==> config.mk <==
export PLATFORM = sky130hd
export DESIGN_NAME = frac_rate_strobe
export DESIGN_NICKNAME = d
export VERILOG_FILES = /design/src/rtl/frs_pkg.sv /design/src/rtl/frs_rate_stage.sv /design/src/rtl/frs_phase_ctl.sv /design/src/rtl/frs_accum.sv /design/src/rtl/frac_rate_strobe.sv
export SDC_FILE = /design/constraint.sdc
export NUM_CORES = 1
export LEC_CHECK = 0
export ABC_AREA = 1
export BUFFER_PORTS_ARGS = -buffer_cell sky130_fd_sc_hd__buf_2
export CELL_PAD_IN_SITES_DETAIL_PLACEMENT = 1
export CELL_PAD_IN_SITES_GLOBAL_PLACEMENT = 1
export CORE_MARGIN = 2
export CORE_UTILIZATION = 40
export CTS_CLUSTER_DIAMETER = 50
export CTS_CLUSTER_SIZE = 10
export DETAILED_ROUTE_END_ITERATION = 7
export HOLD_SLACK_MARGIN = 0.15
export PLACE_DENSITY_LB_ADDON = 0.1
export SLEW_MARGIN = 40
export SYNTH_ARGS = -nofsm -noshare
export SYNTH_HDL_FRONTEND = slang
export SYNTH_SLANG_ARGS = --single-unit
==> constraint.sdc <==
create_clock -name clk -period 2.3 [get_ports clk]
set_input_delay 0.115 -clock clk [delete_from_list [all_inputs] [get_ports clk]]
set_output_delay 0.115 -clock clk [all_outputs]
set_load 0.01 [all_outputs]
==> src/rtl/frs_pkg.sv <==
package frs_pkg;

  // Limit a requested rate to half the modulus.
  function automatic longint unsigned clamp_rate(longint unsigned req,
                                                 longint unsigned half);
    return (req > half) ? half : req;
  endfunction

  // Amount added back when the accumulator wraps in single-phase mode.
  function automatic longint unsigned wrap_amount(longint unsigned modulus,
                                                  longint unsigned rate);
    return modulus - rate;
  endfunction

endpackage

==> src/rtl/frs_rate_stage.sv <==
module frs_rate_stage #(
  parameter int CLK_HZ = 50_000_000,
  parameter int RATE_W = 26,
  parameter int AW     = 28
) (
  input  logic                 clk,
  input  logic                 rst,
  input  logic [RATE_W-1:0]    rate_in,
  output logic signed [AW-1:0] rate_q,
  output logic signed [AW-1:0] wrap_q
);
  localparam longint unsigned MODULUS = longint'(CLK_HZ);
  localparam longint unsigned HALF    = MODULUS / 2;

  logic signed [AW-1:0] rate_c;
  logic signed [AW-1:0] wrap_c;

  always_comb begin
    rate_c = AW'(frs_pkg::clamp_rate(64'(rate_in), HALF));
    wrap_c = AW'(frs_pkg::wrap_amount(MODULUS,
                   frs_pkg::clamp_rate(64'(rate_in), HALF)));
  end

  always_ff @(posedge clk) begin
    if (rst) begin
      rate_q <= '0;
      wrap_q <= AW'(MODULUS);
    end else begin
      rate_q <= rate_c;
      wrap_q <= wrap_c;
    end
  end


  rate_pair_chk: assert property (@(posedge clk) disable iff (rst)
    (rate_q + wrap_q) == AW'(MODULUS) && rate_q <= AW'(HALF));

endmodule

==> src/rtl/frs_phase_ctl.sv <==
module frs_phase_ctl (
  input  logic clk,
  input  logic rst,
  output logic phase_b
);
  always_ff @(posedge clk) begin
    if (rst) phase_b <= 1'b0;
    else     phase_b <= ~phase_b;
  end


  phase_alt_chk: assert property (@(posedge clk) disable iff (rst)
    !rst |=> phase_b != $past(phase_b));

endmodule

==> src/rtl/frs_accum.sv <==
module frs_accum #(
  parameter int CLK_HZ = 50_000_000,
  parameter int AW     = 28
) (
  input  logic                 clk,
  input  logic                 rst,
  input  logic                 two_mode,
  input  logic                 phase_b,
  input  logic signed [AW-1:0] rate_q,
  input  logic signed [AW-1:0] wrap_q,
  output logic                 wrap_evt,
  output logic                 pulse
);
  localparam logic signed [AW-1:0] N_S    = AW'(CLK_HZ);
  localparam logic signed [AW-1:0] HALF_S = AW'(CLK_HZ / 2);

  logic signed [AW-1:0] acc;
  logic signed [AW-1:0] acc_nxt;
  logic                 acc_neg;

  assign acc_neg = acc[AW-1];

  always_comb begin
    if (two_mode) begin
      wrap_evt = phase_b & acc_neg;
      if (phase_b) acc_nxt = acc_neg ? acc + HALF_S : acc;
      else         acc_nxt = acc - rate_q;
    end else begin
      wrap_evt = acc_neg;
      acc_nxt  = acc_neg ? acc + wrap_q : acc - rate_q;
    end
  end

  always_ff @(posedge clk) begin
    if (rst) begin
      acc   <= '0;
      pulse <= 1'b0;
    end else begin
      acc   <= acc_nxt;
      pulse <= wrap_evt;
    end
  end


  reset_clear_chk: assert property (@(posedge clk)
    rst |=> (!pulse && acc == '0));


  acc_range_chk: assert property (@(posedge clk) disable iff (rst)
    acc >= -HALF_S && acc < N_S);


  pulse_one_wide_chk: assert property (@(posedge clk) disable iff (rst)
    pulse |=> !pulse);


  dual_phase_wrap_chk: assert property (@(posedge clk) disable iff (rst)
    (two_mode && wrap_evt) |-> phase_b);


  zero_rate_quiet_chk: assert property (@(posedge clk) disable iff (rst)
    (rate_q == '0 && !acc_neg) |=> !pulse);

endmodule

==> src/rtl/frac_rate_strobe.sv <==
module frac_rate_strobe #(
  parameter int CLK_HZ  = 50_000_000,
  parameter int RATE_W  = 26,
  parameter bit DUAL_EN = 1'b1
) (
  input  logic              clk,
  input  logic              rst,
  input  logic              mode_dual,
  input  logic [RATE_W-1:0] rate_hz,
  output logic              strobe
);
  localparam int MOD_W = $clog2(CLK_HZ + 1);
  localparam int AW    = MOD_W + 2;

  logic                 mode_q;
  logic                 phase_b;
  logic                 wrap_evt;
  logic signed [AW-1:0] rate_q;
  logic signed [AW-1:0] wrap_q;

  generate
    if (DUAL_EN) begin : g_mode
      always_ff @(posedge clk) begin
        if (rst) mode_q <= mode_dual;
      end
    end else begin : g_single
      assign mode_q = 1'b0;
    end
  endgenerate

  frs_rate_stage #(.CLK_HZ(CLK_HZ), .RATE_W(RATE_W), .AW(AW)) u_rate (
    .clk(clk), .rst(rst), .rate_in(rate_hz), .rate_q(rate_q), .wrap_q(wrap_q)
  );

  frs_phase_ctl u_phase (.clk(clk), .rst(rst), .phase_b(phase_b));

  frs_accum #(.CLK_HZ(CLK_HZ), .AW(AW)) u_acc (
    .clk(clk), .rst(rst), .two_mode(mode_q), .phase_b(phase_b),
    .rate_q(rate_q), .wrap_q(wrap_q), .wrap_evt(wrap_evt), .pulse(strobe)
  );


  mode_hold_chk: assert property (@(posedge clk) disable iff (rst)
    !rst |=> $stable(mode_q));

endmodule

==> run_results.csv, run 1 <==
group,metric,value,unit
timing,finalHoldViolCount,0,
timing,rsz0062_at_grt,"true",
timing,setup_violations,20,
timing,finClkSkew,0.01305,ns
worst_setup_path,r2r_start,"u_acc.acc[3]",
timing,finalWorstPathRequiredPeriod,2.824,ns
worst_hold_path,hold_depth,4,
worst_setup_path,required,2.61,ns
routing,first_pass_iters,5,
yosys,yosysMostFrequentCell,"nand2_1",
clock_network,cts_buffer_depth,2,
yosys,synth_edf_count,1,
routing,drc_errors,0,
global_routing,overflow,0,
power_and_ir_drop,clock_power_share,11.0,%
yosys,yosysUniqueCellTypes,53,
worst_setup_path,r2r_setup_slack,-0.52,ns
placement,dp.cells,1823,
clock_network,cts_buffers,9,
final_layout,final_cells,1891,
final_layout,layout-drive-gt1-share,31.71,%
power_and_ir_drop,intPower,6.815,mW
yosys,yosys.area.top_type,"dfxtp_1",
worst_setup_path,r2r_cells,17,
floorplanning,io_pins,30,
floorplanning,die_height,146.9,um
worst_setup_path,start_kind,"flop",
timing,slew_headroom,58.16,%
final_layout,final_nets,1702,
global_routing,grt_max_degree,35,
outcome,status,"finished with violations",
timing,worst_pin_slew,0.6270,ns
routing,drt-initial-drc-count,950,
timing,finalWorstSetupSlack,-0.5244,ns
routing,routedWlPerCell,23.20,um
yosys,yosys_warnings,0,
global_routing,grt_pass1_vias,10550,
power_and_ir_drop,p_sw_share,52.66,%
timing,post-route-period-util,122.8,%
floorplanning,die_x,146.9,um
outcome,violations,"setup timing",
worst_setup_path,arrival,3.14,ns
yosys,synth_top_area_share,20.36,%
floorplanning,die_area,21570,um^2
power_and_ir_drop,p_leak,5.704,nW
final_layout,diodes,0,
placement,numPortBuffers,29,
worst_hold_path,whs_endpoint,"u_rate.wrap_q[25]",
power_and_ir_drop,ir_drop,0.0003933,V
yosys,async_reset_ff_share,0,%
timing,slew_viol_final,0,
clock_network,clkTransAtPathRegs,0.08,ns
global_routing,grt_pass1_wl,56.20,mm
power_and_ir_drop,pwr-share-seq,14.3,%
power_and_ir_drop,power.switching,7.579,mW
power_and_ir_drop,comb_power_share,74.7,%
routing,via_per_inst,5.932,
clock_network,cts_root_buf,"clkbuf_16",
power_and_ir_drop,power_density,1224,nW/um^2
global_routing,antenna_found_initial,0,
yosys,ys_seq_area_share,20.72,%
global_routing,gr-usage-all-layers,33.15,%
worst_setup_path,r2r-end,"u_acc.acc[9]",
worst_hold_path,worstHoldPathType,"in -> reg",
yosys,synth_area,8163,um^2
yosys,synthTopCellsByArea,"dfxtp_1 (20%), nand2_1 (16%), inv_1 (8.8%)",
routing,detail-route-antenna-nets,0,
placement,hpwlAfterDp,27.53,mm
yosys,synthTopCellsByCount,"nand2_1 (356), inv_1 (191), nor2_1 (154)",
clock_network,clkSinkCount,84,
clock_network,clock_latency,0.36,ns
yosys,ys.flop_type,"dfxtp_1",
clock_network,cts_tree,"done",
worst_setup_path,crit_type,"reg -> reg",
yosys,synth_cells,1394,
yosys,syn_area_per_cell,5.856,um^2
worst_setup_path,critical_path_peak_fanout,4,
clock_network,htree_levels,3,
routing,vias,11220,
timing,clock.fmax,354.1,MHz
yosys,ys_ff_latch,84,
power_and_ir_drop,p_total,14.39,mW
final_layout,syn2layout_area_growth,44.04,%
routing,finalWirelength,43.87,mm
run,maxCapViolations,0,
floorplanning,core,20100,um^2
worst_hold_path,hp-start,"rate_hz[23]",
floorplanning,start_util,40.60,%
worst_setup_path,crit_path_end_kind,"flop",
floorplanning,rows,52,
placement,post-place-ws,-0.5000,ns
final_layout,fill_cells,2682,
placement,gp_congestion,0.9441,
logic make-up (layout without fill, tap and decap cells):
logic type               Yosys count  after routing  share of synthesized area [%]
AO/OA/AOI/OAI                    273            273                          18.56
XOR/XNOR                          16             16                          1.717
adder cells (fa/ha/maj)           57             57                          8.921
buffers and inverters            232            457                          11.11
flip-flops                        84             84                          20.72
other                              1              3                        0.04594
AND/OR/NAND/NOR                  731            731                          38.92
stage by stage:
step	setup TNS, ns	hold slack [ns]	instance area, um^2	utilization, %
floorplan	0	0.2139	8170	-
CTS	-0.2475	0.1501	10690	53.16
global route	-5.741	0.1670	11760	58.48
global placement	-4.570	0.2997	9696	48.23
finish	-3.773	0.1410	11760	58.48
detailed placement	-6.512	0.2946	9696	48.23
cells in the final DEF, fill, tap and decap left out, types with 21 or more instances in the layout:
master	n
a21oi_1	89
a21oi_2	31
buf_2	29
buf_4	178
dfxtp_1	68
ha_4	35
inv_1	176
inv_2	24
nand2_1	301
nand2_2	47
nand3_1	110
nand3_2	30
nand4_1	27
nor2_1	134
nor2_2	22
o21ai_0	68
o21ai_1	21
sequential cells by signal (all words and copies together), names as in the netlist:
| name | flops |
|---|---|
| u_rate.rate_q | 25 |
| u_rate.wrap_q | 28 |
| u_phase.phase_b | 1 |
| u_acc.acc | 28 |
| mode_q | 1 |
| u_acc.pulse | 1 |
how the worst max path moves through the flow:
stage               endpoint        startpoint  cells past startpoint
2_1_floorplan  u_acc.acc[12]      u_acc.acc[0]                     17
3_3_place_gp   u_acc.acc[27]  u_rate.rate_q[2]                     15
3_5_place_dp   u_acc.acc[24]      u_acc.acc[0]                     19
4_1_cts        u_acc.acc[10]      u_acc.acc[0]                     18
5_1_grt         u_acc.acc[9]      u_acc.acc[3]                     17
6_report        u_acc.acc[9]      u_acc.acc[3]                     17
critical path, stage by stage (launching register included):
cell and delay, ns:
dfxtp_1 0.36, buf_4 0.17, ha_1 0.31, nand2_1 0.19, buf_4 0.17, inv_1 0.05, nand2_1 0.09, nand2_2 0.12
nand2_4 0.10, nand2_4 0.07, buf_4 0.14, nand2_1 0.07, inv_1 0.05, o21ai_0 0.30, o211ai_1 0.20, o211ai_1 0.19
nand2_1 0.12, inv_1 0.07
power by group through the flow:
stage          clock network (mW)  logic (mW)  registers (mW)
6_report                     1.58        10.7            2.06
5_1_grt                      1.63        11.4            2.07
4_1_cts                      1.53        8.61            1.95
3_5_place_dp                    0        7.91            1.96
3_3_place_gp                    0        7.66            1.96
2_1_floorplan                   0        4.72            1.93
per-layer routing:
layer	up-vias	wire length, um	GRT usage [%]
met5	-	67	0
met2	567	20910	59.27
met4	2	3085	11.70
li1	5028	-	-
met1	5382	16950	41.45
met3	238	2853	3.385
layout make-up:
type / count / area (um^2) / share of cell area (%)
multi-input combinational: 1080 / 6818 / 57.99
timing repair buffer: 237 / 1819 / 15.47
inverter: 204 / 768.2 / 6.534
sequential: 84 / 1715 / 14.59
clock buffer: 10 / 229.0 / 1.947
clock inverter: 6 / 70.07 / 0.5959
tap: 270 / 337.8 / 2.873
what timing repair did:
item                                   CTS  global route
setup buffers                            8            25
pin swaps                               25            68
endpoints found under the hold margin   24             0
gates resized for setup                115           202
hold buffers                            18             0
gates cloned                             0             1
setup endpoints to repair               22            40
Power figures use the tool's default switching activity.
==> inputs of run 2 (changes only) <==
- CORE_UTILIZATION: 40 -> 30
- TNS_END_PERCENT: not set -> 10
- clock period: 2.3 -> 3.1 ns (I/O delays scaled with it)
==> run 2 against run 1 <==
Effect of this change: the flow now finishes without violations; total power decreased by 47%; sequential power decreased by 24%; clock power decreased by 30%; register-to-register slack improved by 0.78 ns; core utilization is 24 points lower; design area down 22%.
==> run_results.csv, run 2 (synthesis results as in run 1) <==
group,metric,value,unit
outcome,status,"completed",
floorplanning,die_area,28540,um^2
global_routing,antenna_found_initial,0,
worst_setup_path,slowest_stage,"dfxtp_1",
worst_setup_path,arrival,3.11,ns
timing,slew_headroom,46.29,%
routing,met3_length,1.205,mm
routing,dr.max_layer_used,"met4",
timing,slew_viol_final,0,
worst_setup_path,cpPeakStageDelay,0.36,ns
timing,rsz0062_at_grt,"false",
final_layout,fin_area,9158,um^2
timing,fin_tns_setup,0,ns
clock_network,cts_root_buf,"clkbuf_16",
final_layout,final_core_util,34.17,%
worst_setup_path,critical_path.most_common_cell,"nand2_1",
floorplanning,start_util,30.46,%
floorplanning,core,26800,um^2
clock_network,clock_latency,0.36,ns
global_routing,overflow,0,
timing,finalHoldViolCount,0,
timing,worst_pin_slew,0.8007,ns
power_and_ir_drop,p_total,7.632,mW
routing,first_pass_iters,4,
routing,drc_errors,0,
power_and_ir_drop,p_leak,4.622,nW
final_layout,final_nets,1522,
worst_setup_path,crit_type,"reg -> reg",
final_layout,reg_top3,"u_acc.acc (28), u_rate.wrap_q (28), u_rate.rate_q (25)",
clock_network,post_cts_buffers,0,
power_and_ir_drop,power_density,833.4,nW/um^2
clock_network,clkTransAtPathRegs,0.07,ns
worst_setup_path,critical_path_peak_fanout,4,
worst_setup_path,start_kind,"flop",
timing,fin_hold_ws,0.1605,ns
worst_hold_path,hold_depth,5,
routing,wl_met1,16.23,mm
routing,detail-route-antenna-nets,0,
worst_setup_path,worstPathCellList,"ha_1 > inv_1 > fa_1 > inv_1 > nand2_1 > nand2_1 > a21oi_1 > o21bai_1 > nand2_1 > nand2_1 > nand2_1 > nand3_1 > nand3_1 > nand3_1 > nand3_1 > nand2_1 > inv_1",
placement,placed_cell_area,8720,um^2
floorplanning,die_height,169.0,um
timing,setup_violations,0,
clock_network,cts_buffer_depth,2,
floorplanning,die_x,169.0,um
final_layout,final_common_cell,"nand2_1",
clock_network,cts_tree,"done",
final_layout,layout-drive-gt1-share,7.356,%
worst_setup_path,path_delay_family,"simple AND/OR/NAND/NOR gates",
final_layout,final_cell_mix,"nand2_1 (356), inv_1 (190), nor2_1 (154)",
run,maxCapViolations,0,
routing,finalWirelength,33.78,mm
global_routing,gr-usage-all-layers,24.21,%
routing,drt-initial-drc-count,515,
timing,post-route-period-util,91.88,%
placement,numPortBuffers,29,
clock_network,cts_buffers,9,
clock_network,htree_levels,3,
timing,finalWorstPathRequiredPeriod,2.848,ns
worst_hold_path,worstHoldPathType,"in -> reg",
routing,vias,9260,
floorplanning,rows,60,
worst_setup_path,crit_path_end_kind,"flop",
worst_setup_path,required,3.36,ns
worst_setup_path,r2r_cells,17,
placement,hpwlAfterDp,27.75,mm
routing,wl_met2,15.23,mm
timing,clock.fmax,351.1,MHz
timing,finClkSkew,0.01170,ns
floorplanning,io_pins,30,
global_routing,grt_pass1_wl,52.83,mm
global_routing,grt_max_degree,54,
clock_network,clkSinkCount,84,
final_layout,diodes,0,
final_layout,syn2layout_area_growth,12.19,%
routing,routedWlPerCell,18.96,um
power_and_ir_drop,ir_drop,0.0002986,V
global_routing,grt_pass1_vias,9328,
worst_setup_path,r2r_setup_slack,0.25,ns
worst_setup_path,crit_cells,17,
final_layout,fill_cells,3609,
routing,via_per_inst,5.196,
worst_setup_path,path_buf_inv,3,
placement,gp_congestion,0.8766,
## run 2: changes by cell type in the layout (fill, tap and decap cells not counted), moves of 20 or more
cell / previous run / this run
a21oi_2: 31 / 3
ha_1: 16 / 55
buf_4: 178 / 13
nand2_2: 47 / 4
nand3_1: 110 / 134
ha_4: 35 / 0
a21oi_1: 89 / 124
nand2_1: 301 / 356
nor2_1: 134 / 154
nand3_2: 30 / 7
o21ai_0: 68 / 94
## run 2: stage by stage
| step | cells | setup WS [ns] |
|---|---|---|
| finish | 1782 | 0.2516 |
| global route | 1782 | 0.03266 |
| CTS | 1782 | 0.2221 |
| detailed placement | 1752 | 0.2429 |
| global placement | 1752 | 0.2925 |
| floorplan | 1396 | 0.8854 |
## run 2: timing repair
item,4_1_cts,5_1_grt
setup endpoints to repair,0,3
hold endpoints to repair,17,0
hold buffers,14,0
resized for setup,0,1
## run 2: worst paths after layout
path,startpoint,to
max reg2reg,u_acc.acc[0],u_acc.acc[26]
max,u_acc.acc[0],u_acc.acc[26]
min reg2reg,u_acc.acc[2],u_acc.acc[2]
min,rate_hz[24],u_rate.rate_q[24]
## run 2: power breakdown
part / total [mW] / switching, mW / internal (mW)
sequential: 1.56 / 0.303 / 1.26
combinational: 4.96 / 3.33 / 1.62
clock: 1.11 / 0.541 / 0.571
## run 2: final cells by class
type	count	area [um^2]	area share [%]
clock buffer	9	225.2	2.459
clock inverter	7	72.57	0.7925
inverter	204	767.0	8.375
multi-input combinational	1080	5572	60.84
sequential	84	1692	18.47
tap	341	426.7	4.659
timing repair buffer	57	402.9	4.400
## run 2: metal layers
layer / up-vias / track usage [%]
li1: 4683 / -
met1: 4349 / 32.50
met2: 174 / 40.24
met3: 54 / 2.665
met4: 0 / 8.508
met5: - / 0
## run 2: worst reg2reg max path, stage by stage (launching register included)
cell and delay (ns):
dfxtp_1 0.36, ha_1 0.29, inv_1 0.11, fa_1 0.36
inv_1 0.08, nand2_1 0.07, nand2_1 0.09, a21oi_1 0.08
o21bai_1 0.33, nand2_1 0.09, nand2_1 0.23, nand2_1 0.13
nand3_1 0.10, nand3_1 0.13, nand3_1 0.10, nand3_1 0.08
nand2_1 0.09, inv_1 0.04
